==> src/rtl/sdram_fpb_pkg.sv <==
package sdram_fpb_pkg;

  typedef struct packed {
    logic        cs_n;
    logic        ras_n;
    logic        cas_n;
    logic        we_n;
    logic [1:0]  ba;
    logic [12:0] a;
  } sd_cmd_t;

  typedef enum logic [3:0] {
    ST_INIT, ST_IDLE, ST_PRE, ST_PRE_G, ST_MRS, ST_MRS_G, ST_REF, ST_REF_G,
    ST_ACT, ST_ACT_G, ST_XFER, ST_TERM, ST_DRAIN
  } seq_state_e;

  // {cs_n, ras_n, cas_n, we_n}
  localparam logic [3:0] OP_DESEL = 4'b1111;
  localparam logic [3:0] OP_PRE   = 4'b0010;
  localparam logic [3:0] OP_MRS   = 4'b0000;
  localparam logic [3:0] OP_REF   = 4'b0001;
  localparam logic [3:0] OP_ACT   = 4'b0011;
  localparam logic [3:0] OP_RD    = 4'b0101;
  localparam logic [3:0] OP_WR    = 4'b0100;
  localparam logic [3:0] OP_BST   = 4'b0110;

  // full-page burst, sequential, CAS latency 3
  localparam logic [12:0] MODE_WORD = 13'h037;

  function automatic sd_cmd_t make_cmd(input logic [3:0] op, input logic [1:0] ba,
                                       input logic [12:0] a);
    sd_cmd_t c;
    c.cs_n  = op[3];
    c.ras_n = op[2];
    c.cas_n = op[1];
    c.we_n  = op[0];
    c.ba    = ba;
    c.a     = a;
    return c;
  endfunction

  function automatic int max_of(input int x, input int y);
    return (x > y) ? x : y;
  endfunction

endpackage

==> src/rtl/sdram_fpb_ctrl.sv <==
module sdram_fpb_ctrl
  import sdram_fpb_pkg::*;
#(
  parameter int INIT_CYCLES = 6000,
  parameter int TRFC        = 8,
  parameter int TRCD        = 2,
  parameter int GROUP_W     = 7,
  parameter int LAT         = 3
) (
  input  logic               clk_i,
  input  logic               rst_ni,
  input  logic               start_i,
  input  logic               write_i,
  input  logic [GROUP_W-1:0] groups_i,
  input  logic [24:1]        addr_i,
  output sd_cmd_t            cmd_o,
  output logic               wr_beat_o,
  output logic               rd_beat_o,
  output logic               done_o,
  output logic               cke_o
);

  localparam int WAIT_MAX = max_of(max_of(INIT_CYCLES, TRFC), max_of(TRCD, LAT));
  localparam int CW       = $clog2(WAIT_MAX + 1);
  localparam int WCW      = GROUP_W + 3;

  seq_state_e         state_q, state_d;
  logic [CW-1:0]      cnt_q, cnt_d;
  logic [WCW-1:0]     wcnt_q, wcnt_d;
  logic               first_q, first_d;
  logic               done_q, done_d;
  logic               cke_q;
  logic               accept;
  logic               wr_q;
  logic [GROUP_W-1:0] groups_q;
  logic [24:1]        addr_q;
  logic [WCW-1:0]     nwords;

  assign nwords = {groups_q, 3'b000};

  always_comb begin
    state_d = state_q;
    cnt_d   = cnt_q;
    wcnt_d  = wcnt_q;
    first_d = first_q;
    done_d  = 1'b0;
    accept  = 1'b0;
    cmd_o   = make_cmd(OP_DESEL, 2'b00, 13'h0000);
    unique case (state_q)
      ST_INIT: begin
        if (cnt_q == '0) state_d = ST_IDLE;
        else             cnt_d   = cnt_q - CW'(1);
      end
      ST_IDLE: begin
        if (start_i && (groups_i != '0)) begin
          accept  = 1'b1;
          state_d = ST_PRE;
        end
      end
      ST_PRE: begin
        cmd_o   = make_cmd(OP_PRE, 2'b00, 13'h0400);
        state_d = ST_PRE_G;
      end
      ST_PRE_G: state_d = ST_MRS;
      ST_MRS: begin
        cmd_o   = make_cmd(OP_MRS, 2'b00, MODE_WORD);
        state_d = ST_MRS_G;
      end
      ST_MRS_G: state_d = ST_REF;
      ST_REF: begin
        cmd_o   = make_cmd(OP_REF, 2'b00, 13'h0000);
        state_d = ST_REF_G;
        cnt_d   = CW'(TRFC - 1);
      end
      ST_REF_G: begin
        if (cnt_q == '0) state_d = ST_ACT;
        else             cnt_d   = cnt_q - CW'(1);
      end
      ST_ACT: begin
        cmd_o   = make_cmd(OP_ACT, addr_q[24:23], addr_q[22:10]);
        state_d = ST_ACT_G;
        cnt_d   = CW'(TRCD - 2);
      end
      ST_ACT_G: begin
        if (cnt_q == '0) begin
          state_d = ST_XFER;
          wcnt_d  = '0;
          first_d = 1'b1;
        end else begin
          cnt_d = cnt_q - CW'(1);
        end
      end
      ST_XFER: begin
        if (first_q)
          cmd_o = make_cmd(wr_q ? OP_WR : OP_RD, addr_q[24:23], {4'b0000, addr_q[9:1]});
        first_d = 1'b0;
        wcnt_d  = wcnt_q + WCW'(1);
        if (wcnt_q == nwords - WCW'(1)) state_d = ST_TERM;
      end
      ST_TERM: begin
        cmd_o = make_cmd(OP_BST, 2'b00, 13'h0000);
        if (wr_q) begin
          state_d = ST_IDLE;
          done_d  = 1'b1;
        end else begin
          state_d = ST_DRAIN;
          cnt_d   = CW'(LAT - 2);
        end
      end
      ST_DRAIN: begin
        if (cnt_q == '0) begin
          state_d = ST_IDLE;
          done_d  = 1'b1;
        end else begin
          cnt_d = cnt_q - CW'(1);
        end
      end
      default: state_d = ST_IDLE;
    endcase
  end

  always_ff @(posedge clk_i or negedge rst_ni) begin
    if (!rst_ni) begin
      state_q  <= ST_INIT;
      cnt_q    <= CW'(INIT_CYCLES - 1);
      wcnt_q   <= '0;
      first_q  <= 1'b0;
      done_q   <= 1'b0;
      cke_q    <= 1'b0;
      wr_q     <= 1'b0;
      groups_q <= '0;
      addr_q   <= '0;
    end else begin
      state_q <= state_d;
      cnt_q   <= cnt_d;
      wcnt_q  <= wcnt_d;
      first_q <= first_d;
      done_q  <= done_d;
      cke_q   <= 1'b1;
      if (accept) begin
        wr_q     <= write_i;
        groups_q <= groups_i;
        addr_q   <= addr_i;
      end
    end
  end

  assign wr_beat_o = (state_q == ST_XFER) &&  wr_q;
  assign rd_beat_o = (state_q == ST_XFER) && !wr_q;
  assign done_o    = done_q;
  assign cke_o     = cke_q;

endmodule

==> src/rtl/sdram_fpb_io.sv <==
module sdram_fpb_io
  import sdram_fpb_pkg::*;
#(
  parameter int IO_REG = 0,
  parameter int LAT    = 3
) (
  input  logic        clk_i,
  input  logic        rst_ni,
  input  sd_cmd_t     cmd_i,
  input  logic        oe_i,
  input  logic [15:0] wdata_i,
  input  logic        rd_beat_i,
  input  logic [15:0] sd_dq_i,
  output sd_cmd_t     cmd_o,
  output logic        oe_o,
  output logic [15:0] dq_o,
  output logic        rd_valid_o,
  output logic [15:0] rdata_o
);

  logic [LAT-1:0] beat_sr;

  // read strobe follows the column command by the full round trip
  always_ff @(posedge clk_i or negedge rst_ni) begin
    if (!rst_ni) beat_sr <= '0;
    else         beat_sr <= {beat_sr[LAT-2:0], rd_beat_i};
  end
  assign rd_valid_o = beat_sr[LAT-1];

  if (IO_REG != 0) begin : g_reg
    sd_cmd_t     cmd_q;
    logic        oe_q;
    logic [15:0] dq_q;
    logic [15:0] din_q;
    always_ff @(posedge clk_i or negedge rst_ni) begin
      if (!rst_ni) begin
        cmd_q <= make_cmd(OP_DESEL, 2'b00, 13'h0000);
        oe_q  <= 1'b0;
        dq_q  <= '0;
        din_q <= '0;
      end else begin
        cmd_q <= cmd_i;
        oe_q  <= oe_i;
        dq_q  <= wdata_i;
        din_q <= sd_dq_i;
      end
    end
    assign cmd_o   = cmd_q;
    assign oe_o    = oe_q;
    assign dq_o    = dq_q;
    assign rdata_o = din_q;
  end else begin : g_pass
    assign cmd_o   = cmd_i;
    assign oe_o    = oe_i;
    assign dq_o    = wdata_i;
    assign rdata_o = sd_dq_i;
  end

endmodule

==> src/rtl/sdram_fpb_seq.sv <==
module sdram_fpb_seq
  import sdram_fpb_pkg::*;
#(
  parameter int INIT_CYCLES = 6000,
  parameter int TRFC        = 8,
  parameter int TRCD        = 2,
  parameter int GROUP_W     = 7,
  parameter int IO_REG      = 0
) (
  input  logic               clk_i,
  input  logic               rst_ni,
  input  logic               start_i,
  input  logic               write_i,
  input  logic [GROUP_W-1:0] groups_i,
  input  logic [24:1]        addr_i,
  input  logic [15:0]        wdata_i,
  output logic               wr_req_o,
  output logic [15:0]        rdata_o,
  output logic               rd_valid_o,
  output logic               done_o,
  output logic               sd_cke_o,
  output logic               sd_cs_no,
  output logic               sd_ras_no,
  output logic               sd_cas_no,
  output logic               sd_we_no,
  output logic [1:0]         sd_ba_o,
  output logic [12:0]        sd_a_o,
  output logic [15:0]        sd_dq_o,
  output logic               sd_dq_oe_o,
  input  logic [15:0]        sd_dq_i
);

  localparam int LAT = 3 + 2 * IO_REG;

  sd_cmd_t core_cmd, pin_cmd;
  logic    wr_beat, rd_beat;

  sdram_fpb_ctrl #(
    .INIT_CYCLES(INIT_CYCLES), .TRFC(TRFC), .TRCD(TRCD), .GROUP_W(GROUP_W), .LAT(LAT)
  ) i_ctrl (
    .clk_i     (clk_i),
    .rst_ni    (rst_ni),
    .start_i   (start_i),
    .write_i   (write_i),
    .groups_i  (groups_i),
    .addr_i    (addr_i),
    .cmd_o     (core_cmd),
    .wr_beat_o (wr_beat),
    .rd_beat_o (rd_beat),
    .done_o    (done_o),
    .cke_o     (sd_cke_o)
  );

  sdram_fpb_io #(.IO_REG(IO_REG), .LAT(LAT)) i_io (
    .clk_i      (clk_i),
    .rst_ni     (rst_ni),
    .cmd_i      (core_cmd),
    .oe_i       (wr_beat),
    .wdata_i    (wdata_i),
    .rd_beat_i  (rd_beat),
    .sd_dq_i    (sd_dq_i),
    .cmd_o      (pin_cmd),
    .oe_o       (sd_dq_oe_o),
    .dq_o       (sd_dq_o),
    .rd_valid_o (rd_valid_o),
    .rdata_o    (rdata_o)
  );

  assign wr_req_o  = wr_beat;
  assign sd_cs_no  = pin_cmd.cs_n;
  assign sd_ras_no = pin_cmd.ras_n;
  assign sd_cas_no = pin_cmd.cas_n;
  assign sd_we_no  = pin_cmd.we_n;
  assign sd_ba_o   = pin_cmd.ba;
  assign sd_a_o    = pin_cmd.a;

endmodule

==> config.mk <==
export PLATFORM = sky130hd
export DESIGN_NAME = sdram_fpb_seq
export DESIGN_NICKNAME = d
export VERILOG_FILES = /design/src/rtl/sdram_fpb_pkg.sv /design/src/rtl/sdram_fpb_ctrl.sv /design/src/rtl/sdram_fpb_io.sv /design/src/rtl/sdram_fpb_seq.sv
export SDC_FILE = /design/constraint.sdc
export NUM_CORES = 1
export LEC_CHECK = 0
export CORE_UTILIZATION = 29
export DETAILED_ROUTE_END_ITERATION = 12
export DONT_BUFFER_PORTS = 1
export PLACE_DENSITY = 0.46
export SLEW_MARGIN = 20
export SYNTH_ARGS = -nofsm -noshare
export SYNTH_HDL_FRONTEND = slang
export SYNTH_HIERARCHICAL = 1
export SYNTH_SLANG_ARGS = --single-unit
==> constraint.sdc <==
create_clock -name clk_i -period 4.4 [get_ports clk_i]
set_clock_uncertainty 0.1 [all_clocks]
set_input_delay 0.66 -clock clk_i [delete_from_list [all_inputs] [get_ports clk_i]]
set_output_delay 0.66 -clock clk_i [all_outputs]
set_load 0.03 [all_outputs]
[Yosys cells after proc, flatten, opt, wreduce, memory -nomap -nowiden]
Index checks and enable logic that the tools add are counted.
Storage, ports and cells
  register bits: 65
  input bits: 67
  output and inout port bits: 56
Operators by class
  $add $sub $neg: 3
  eq/ne operators: 20
  multiplexer cells: 22
  reductions and logical operators: 14
Operator list (count)
  $pmux W19 S6: 1
  $pmux W13 S4: 1
  $pmux W4 S12: 1
  $mux W13: 2
  $mux W4: 6
  $eq A4 B4 Y1 const B: 5
  $pmux W10 S2: 1
  $mux W19: 1
  $eq A4 B3 Y1 const B: 4
  $logic_not A13 Y1: 1
  $sub A13 B1 Y13 const B: 1
  $add A10 B1 Y10 const B: 1
  $eq A10 B10 Y1: 1
  $mux W10: 1
  $ne A2 B1 Y1 const B: 5
  $sub A10 B1 Y10 const B: 1
  $eq A4 B2 Y1 const B: 2
  $reduce_bool A7 Y1: 1
  $mux W1: 6
  $reduce_and A5 Y1: 1
  $eq A4 B1 Y1 const B: 1
  $logic_not A4 Y1: 1
  $ne A2 B2 Y1 const B: 2
  $pmux W1 S2: 2
  other kinds (8): 10

[Depth between registers and ports, before layout]
Gate-level depths: netlist of run 1.
  word-level depth: 4
  mapped depth: 10
  gate-level depth less buffers: 8

[Modules after synthesis]
The synthesis of run 1 kept the hierarchy.
By module, submodules not included
  sdram_fpb_ctrl: times used 1, cells an instance 350, area an instance 3518.4 um^2
  sdram_fpb_io: times used 1, cells an instance 55, area an instance 465.4 um^2

[Least setup slack after synthesis of run 1]
OpenSTA, ideal clock, no wires.
  kind: reg-to-output
  start point: reg i_ctrl.state_q[0]
  end point: out sd_a_o[0]
  arrival: 1.780 ns
  setup slack: 1.860 ns
  cell stages (with the launch flop): 9
  path buffers: 3
  path through: dfrtp_1 -> clkbuf_1 -> nand2b_1 -> nor2_1 -> and2_1 -> clkbuf_1 -> nand2_1 -> o21ai_0 -> buf_4
RTL lines
  start: declaration: line sdram_fpb_ctrl.sv:27  | seq_state_e state_q, state_d;
  start signal: assignment: line sdram_fpb_ctrl.sv:134  | state_q <= state_d;
  end: declaration: line sdram_fpb_seq.sv:27  | output logic [12:0] sd_a_o,

[Worst setup path after layout of run 1]
  start point: reg i_ctrl.state_q[3]
  end point: out sd_a_o[1]
Between the ends
  longest elaborated chain between the ends: 2
Ends and longest elaborated chain
  $eq A4 B4 Y1 (tied with other cells): line sdram_fpb_ctrl.sv:49  | unique case (state_q)
  $pmux W19 S6 (*): line sdram_fpb_ctrl.sv:49
Every way passes the cells marked *; elsewhere a longest branch is shown, timed or not.

==> results.cfg, run 1 <==
[outcome]
status = finished, final reports clean

[clock_network]
cts_max_level = 3
clk_latency_ps = 320
max-clock-path-buffers = 2
holdBufCountCts = 1
root_buffer = clkbuf_16
post_cts_buffers = 0
clk_pin_slew_worst_paths_ps = 50
postCtsResizedCells = 0
cts_tree = done
cts_buffers = 9
clock-sinks = 65

[floorplanning]
die_x_um = 119.2
rows = 42
dieArea_um2 = 14210
initial_core_util_pct = 29.96
core-area_um2 = 13300
fp.dieH_um = 119.2
io_pins = 123

[synth]
synth_edf_count = 0
synthCells = 405
synth_top_area_share_pct = 34.55
synth_area_leaders = dfrtp_1 35%, buf_4 11%, mux2_2 7.1%
synth_top_area_cell = dfrtp_1
synth_area_um2 = 3984
yosys.cell_count.top_type = buf_4
synthFlopType = dfrtp_1
ys_top_cells_by_count = 57 x buf_4, 55 x dfrtp_1, 32 x nor2_1
syn_nets = 475
async_reset_ff_share_pct = 100.0
yosys_register_bits = 65
yosysWarnings = 6
ys_seq_area_share_pct = 41.14
avgSynthCellArea_um2 = 9.837
synth.distinct_cells = 59

[placed_design]
hpwl_mm = 6.000
io_buffers = 0
post-place-ws_ps = 1237
placed_area_um2 = 3680
gp_congestion = 0.7468

[sta]
setup_ws_ps = 892.8
hold_viol = 0
tns_ps = 0
rsz0062_at_grt = false
tightestPinTransition_ps = 1076
drv_slew = 0
finalCritPeriodShare_pct = 79.71
slew_headroom_pct = 27.70
max_freq_mhz = 285.1
fin_crit_ps = 3507
finalSetupViolations = 0

[setup_path]
cp_cell_sequence = nand2b_4 > nor2_1 > and2_1 > nand2_1 > o21ai_0
crit_path_max_fanout = 20
path_buf_inv = 0
criticalPathCategory = register to output port
critPathMaxStageDelay_ps = 810
endpoint_kind = output port
startpoint_type = register
path_delay_family = simple AND/OR/NAND/NOR gates
arrival_ps = 2750
crit_slowest_cell = dfrtp_1
crit_required_ps = 3640

[power]
p_leak_nw = 1.618
cellPowerDensity_nw_per_um2 = 738.1
max-vdd-ir-drop_v = 0.0003048

[global_routing]
antenna_found_initial = 0
grt_util_all_layers_pct = 12.76
grt_first_pass_wirelength_mm = 13.94
grt_max_degree = 56
grt-ovfl-total = 0
first_global_vias = 2588

[drt]
drc = 0
firstDrtPassIters = 4
ant_nets = 0
drtIter0Drc = 126
drt_wl_total_mm = 8.510
routed_via_density = 5.055
vias = 2649
wl_per_cell_um = 16.24

[layout]
fillCellCount = 1381
nets = 413
post-route-cell-area_um2 = 3998
syn_to_final_growth_pct = 0.3454
diodes = 0
drive_above_1_share_pct = 18.10

[run]
drv_cap = 0

[hold_path]
hold_path.class = primary input to async pin
-- registers in the layout, summed over array words and instances, names as in the netlist --
name and count:
i_ctrl/addr_q 24, i_ctrl/cke_o 1, i_ctrl/cnt_q 13, i_ctrl/done_o 1, i_ctrl/first_q 1, i_ctrl/groups_q 7, i_ctrl/state_q 4, i_ctrl/wcnt_q 10
i_ctrl/wr_q 1, i_io/beat_sr 3
-- worst paths after layout --
check	from	to	slack (ps)	cells after the start
worst max-delay path	i_ctrl/state_q[3]	sd_a_o[1]	890	5
worst min-delay path	rst_ni	i_ctrl/cnt_q[10]	80	0
worst max register to register	i_ctrl/cnt_q[1]	i_ctrl/state_q[3]	1820	8
worst min register to register	i_io/beat_sr[1]	i_io/beat_sr[2]	250	0
max in group asynchronous	rst_ni	i_ctrl/wcnt_q[2]	3850	1
min in group clk_i	i_io/beat_sr[1]	i_io/beat_sr[2]	250	0
-- kinds of logic (layout without fill, tap and decap cells) --
family	after synthesis	after routing	synth area share (%)
other cells	1	1	0.09413
simple gates	120	120	16.68
compound gates	89	89	14.57
fa+ha+maj	3	3	0.9423
buf+inv	80	23	14.13
xor+xnor	13	13	2.858
flops	65	65	41.14
mux	34	34	9.579
-- layer usage --
metal / part of all wire [%] / vias up / track usage (%)
met5: 0 / - / 0
met4: 0.47 / 0 / 2.769
met3: 5.2 / 4 / 4.789
met2: 50 / 64 / 20.97
met1: 45 / 1337 / 15.81
li1: - / 1244 / -
-- per-stage QoR --
stage	total power [mW]	hold slack (ps)	std cells	utilization, %
floorplan	2.203	231.2	405	-
global placement	2.241	232.2	507	27.68
detailed placement	2.260	237.3	507	27.68
CTS	2.988	59.40	524	30.07
global route	3.170	51.56	524	30.07
finish	2.951	78.54	524	30.07
-- power breakdown --
group	total (mW)	switching [mW]	internal [mW]
Combinational	1.13	0.649	0.483
Clock	0.691	0.239	0.452
Sequential	1.13	0.279	0.849
Total	2.95	1.17	1.78
-- placed cells by master (no fill, tap or decap), types with 3 or more instances in the layout --
master and n:
nor3_1 7, o21ai_0 28, a21oi_1 14, mux2_2 25, or3_1 3, nor2_1 32
nor4_1 4, a31oi_1 9, a22o_1 5, o31ai_1 5, nand3b_1 3, ha_1 3
clkbuf_16 9, xnor2_1 12, o21ai_1 6, clkbuf_1 3, nor4_4 3, dfstp_2 10
dfrtp_1 55, nand2b_1 7, mux2_1 8, and2_1 6, o21a_1 7, inv_1 5
nand2_1 26, nand3_1 11
-- area by class of cell --
type                            count  area, um2  area share [%]
Clock buffer                       13      250.2           6.260
Multi-Input combinational cell    260       1782           44.57
Inverter                            5      18.77          0.4695
Sequential cell                    65       1639           41.00
Clock inverter                      3      40.04           1.002
Timing Repair Buffer                2      47.55           1.189
Tap cell                          176      220.2           5.509
Note: power is estimated with default switching activity, not from simulation.
==> run 2: changes to the inputs <==
==> constraint.sdc (replaced) <==
create_clock -name clk_i -period 3.6 [get_ports clk_i]
set_clock_uncertainty 0.1 [all_clocks]
set_input_delay 0.54 -clock clk_i [delete_from_list [all_inputs] [get_ports clk_i]]
set_output_delay 0.54 -clock clk_i [all_outputs]
set_load 0.03 [all_outputs]
==> run 2 against run 1 <==
  * Flip-flop and latch count is the same
  * Critical path depth shrank 2
  * Global-route usage shrank 0.72 points
  * Register-to-register slack lost 750 ps
  * Largest cell class unchanged
==> results.cfg, run 2 (synthesis gave the netlist of run 1 again) <==
[global_routing]
antenna_found_initial = 0
grt_util_all_layers_pct = 12.04
grt_max_degree = 66
grt_first_pass_wirelength_mm = 13.54
first_global_vias = 2657
grt-ovfl-total = 0

[power]
cellPowerDensity_nw_per_um2 = 914.6
p_sw_share_pct = 38.56
power_frac_clock_pct = 25.6
power_frac_seq_pct = 35.9
power.internal_mw = 2.293
pwr-share-comb_pct = 38.5
p_leak_nw = 1.657
max-vdd-ir-drop_v = 0.0004106
power_switching_mw = 1.439
power_mw = 3.733

[outcome]
status = finished, final reports clean

[layout]
final_core_util_pct = 30.70
drive_above_1_share_pct = 20.00
nets = 420
layout_commonest_cell = dfrtp_1
reg_top3 = i_ctrl/addr_q x24, i_ctrl/cnt_q x13, i_ctrl/wcnt_q x10
largest_reg_flops = 24
largest_register = i_ctrl/addr_q
syn_to_final_growth_pct = 2.450
diodes = 0
mostFrequentLayoutCells = 55 x dfrtp_1, 32 x nor2_1, 29 x o21ai_0

[floorplanning]
die_x_um = 119.2
rows = 42
io_pins = 123
core-area_um2 = 13300
fp.dieH_um = 119.2
dieArea_um2 = 14210
initial_core_util_pct = 29.96

[run]
drv_cap = 0

[drt]
wl_per_cell_um = 15.51
drc = 0
drtIter0Drc = 110
ant_nets = 0
vias = 2634
firstDrtPassIters = 5
routed_via_density = 4.960
drt_wl_total_mm = 8.237

[setup_path]
startpoint_type = register
crit_required_ps = 2960
endpoint_kind = output port
crit_path_max_fanout = 20
arrival_ps = 2470
criticalPathCategory = register to output port

[clock_network]
holdBufCountCts = 2
cts_tree = done
postCtsResizedCells = 0
max-clock-path-buffers = 2
clk_pin_slew_worst_paths_ps = 50
clock-sinks = 65
cts_max_level = 3
clk_latency_ps = 320
post_cts_buffers = 0
cts_buffers = 9
root_buffer = clkbuf_16

[placed_design]
gp_congestion = 0.7677
io_buffers = 0
hpwl_mm = 5.792

[sta]
hold_viol = 0
hold_ws_ps = 244.4
tns_ps = 0
max_freq_mhz = 321.3
finalSetupViolations = 0
slew_headroom_pct = 30.71
drv_slew = 0
tightestPinTransition_ps = 1028
rsz0062_at_grt = false
fin_crit_ps = 3113
finalCritPeriodShare_pct = 86.46

[hold_path]
hold_path.class = primary input to register
[run 2: cell types whose count changed in the layout (fill, tap and decap cells not counted), moves of 2 or more]
cell and delta:
clkinvlp_4 +2, clkinv_2 -2, buf_4 +7, clkbuf_1 -2
[run 2: per-stage QoR]
step	instance area [um2]	worst slack [ps]	cells
finish	4081	487.3	531
global route	4081	329.3	531
CTS	4081	514.5	531
detailed placement	3712	875.7	513
global placement	3712	942.1	513
floorplan	3984	1180	405
[run 2: area by class of cell]
class,instances,area (um2)
Fill cell,1381,9214
Clock buffer,12,256.5
Clock inverter,4,75.07
Inverter,5,18.77
Tap cell,176,220.2
Sequential cell,65,1639
Timing Repair Buffer,9,90.09
Multi-Input combinational cell,260,1782
[run 2: worst paths after layout]
kind,slack (ps),cells after the start,startpoint,endpoint
min in group asynchronous,660,2,rst_ni,i_ctrl/addr_q[20]
worst max-delay path,490,3,i_ctrl/state_q[3],sd_a_o[1]
max in group asynchronous,2430,2,rst_ni,i_ctrl/cnt_q[8]
worst min-delay path,240,1,addr_i[23],i_ctrl/addr_q[23]
worst min register to register,250,0,i_io/beat_sr[0],i_io/beat_sr[1]
worst max register to register,1070,6,i_ctrl/state_q[3],i_ctrl/cnt_q[6]
[run 2: critical path, cell delays in order, from the launching register on]
cell and delay [ps]:
dfrtp_1 770, and2b_1 460, a21oi_1 120, o21ai_0 790
[run 2: layer usage]
metal	part of all wire, %	GRT usage, %	wire (um)
met1	46	14.73	3794
met2	48	19.99	3983
met3	4.4	4.023	364
met4	1.2	3.481	95
met5	0	0	0
[run 2: power by group through the flow]
stage	Sequential [mW]	Clock (mW)	Combinational [mW]
floorplan	1.20	0	1.49
detailed placement	1.35	0	1.43
CTS	1.34	0.984	1.45
global placement	1.34	0	1.41
global route	1.39	1.01	1.59
finish	1.34	0.954	1.44
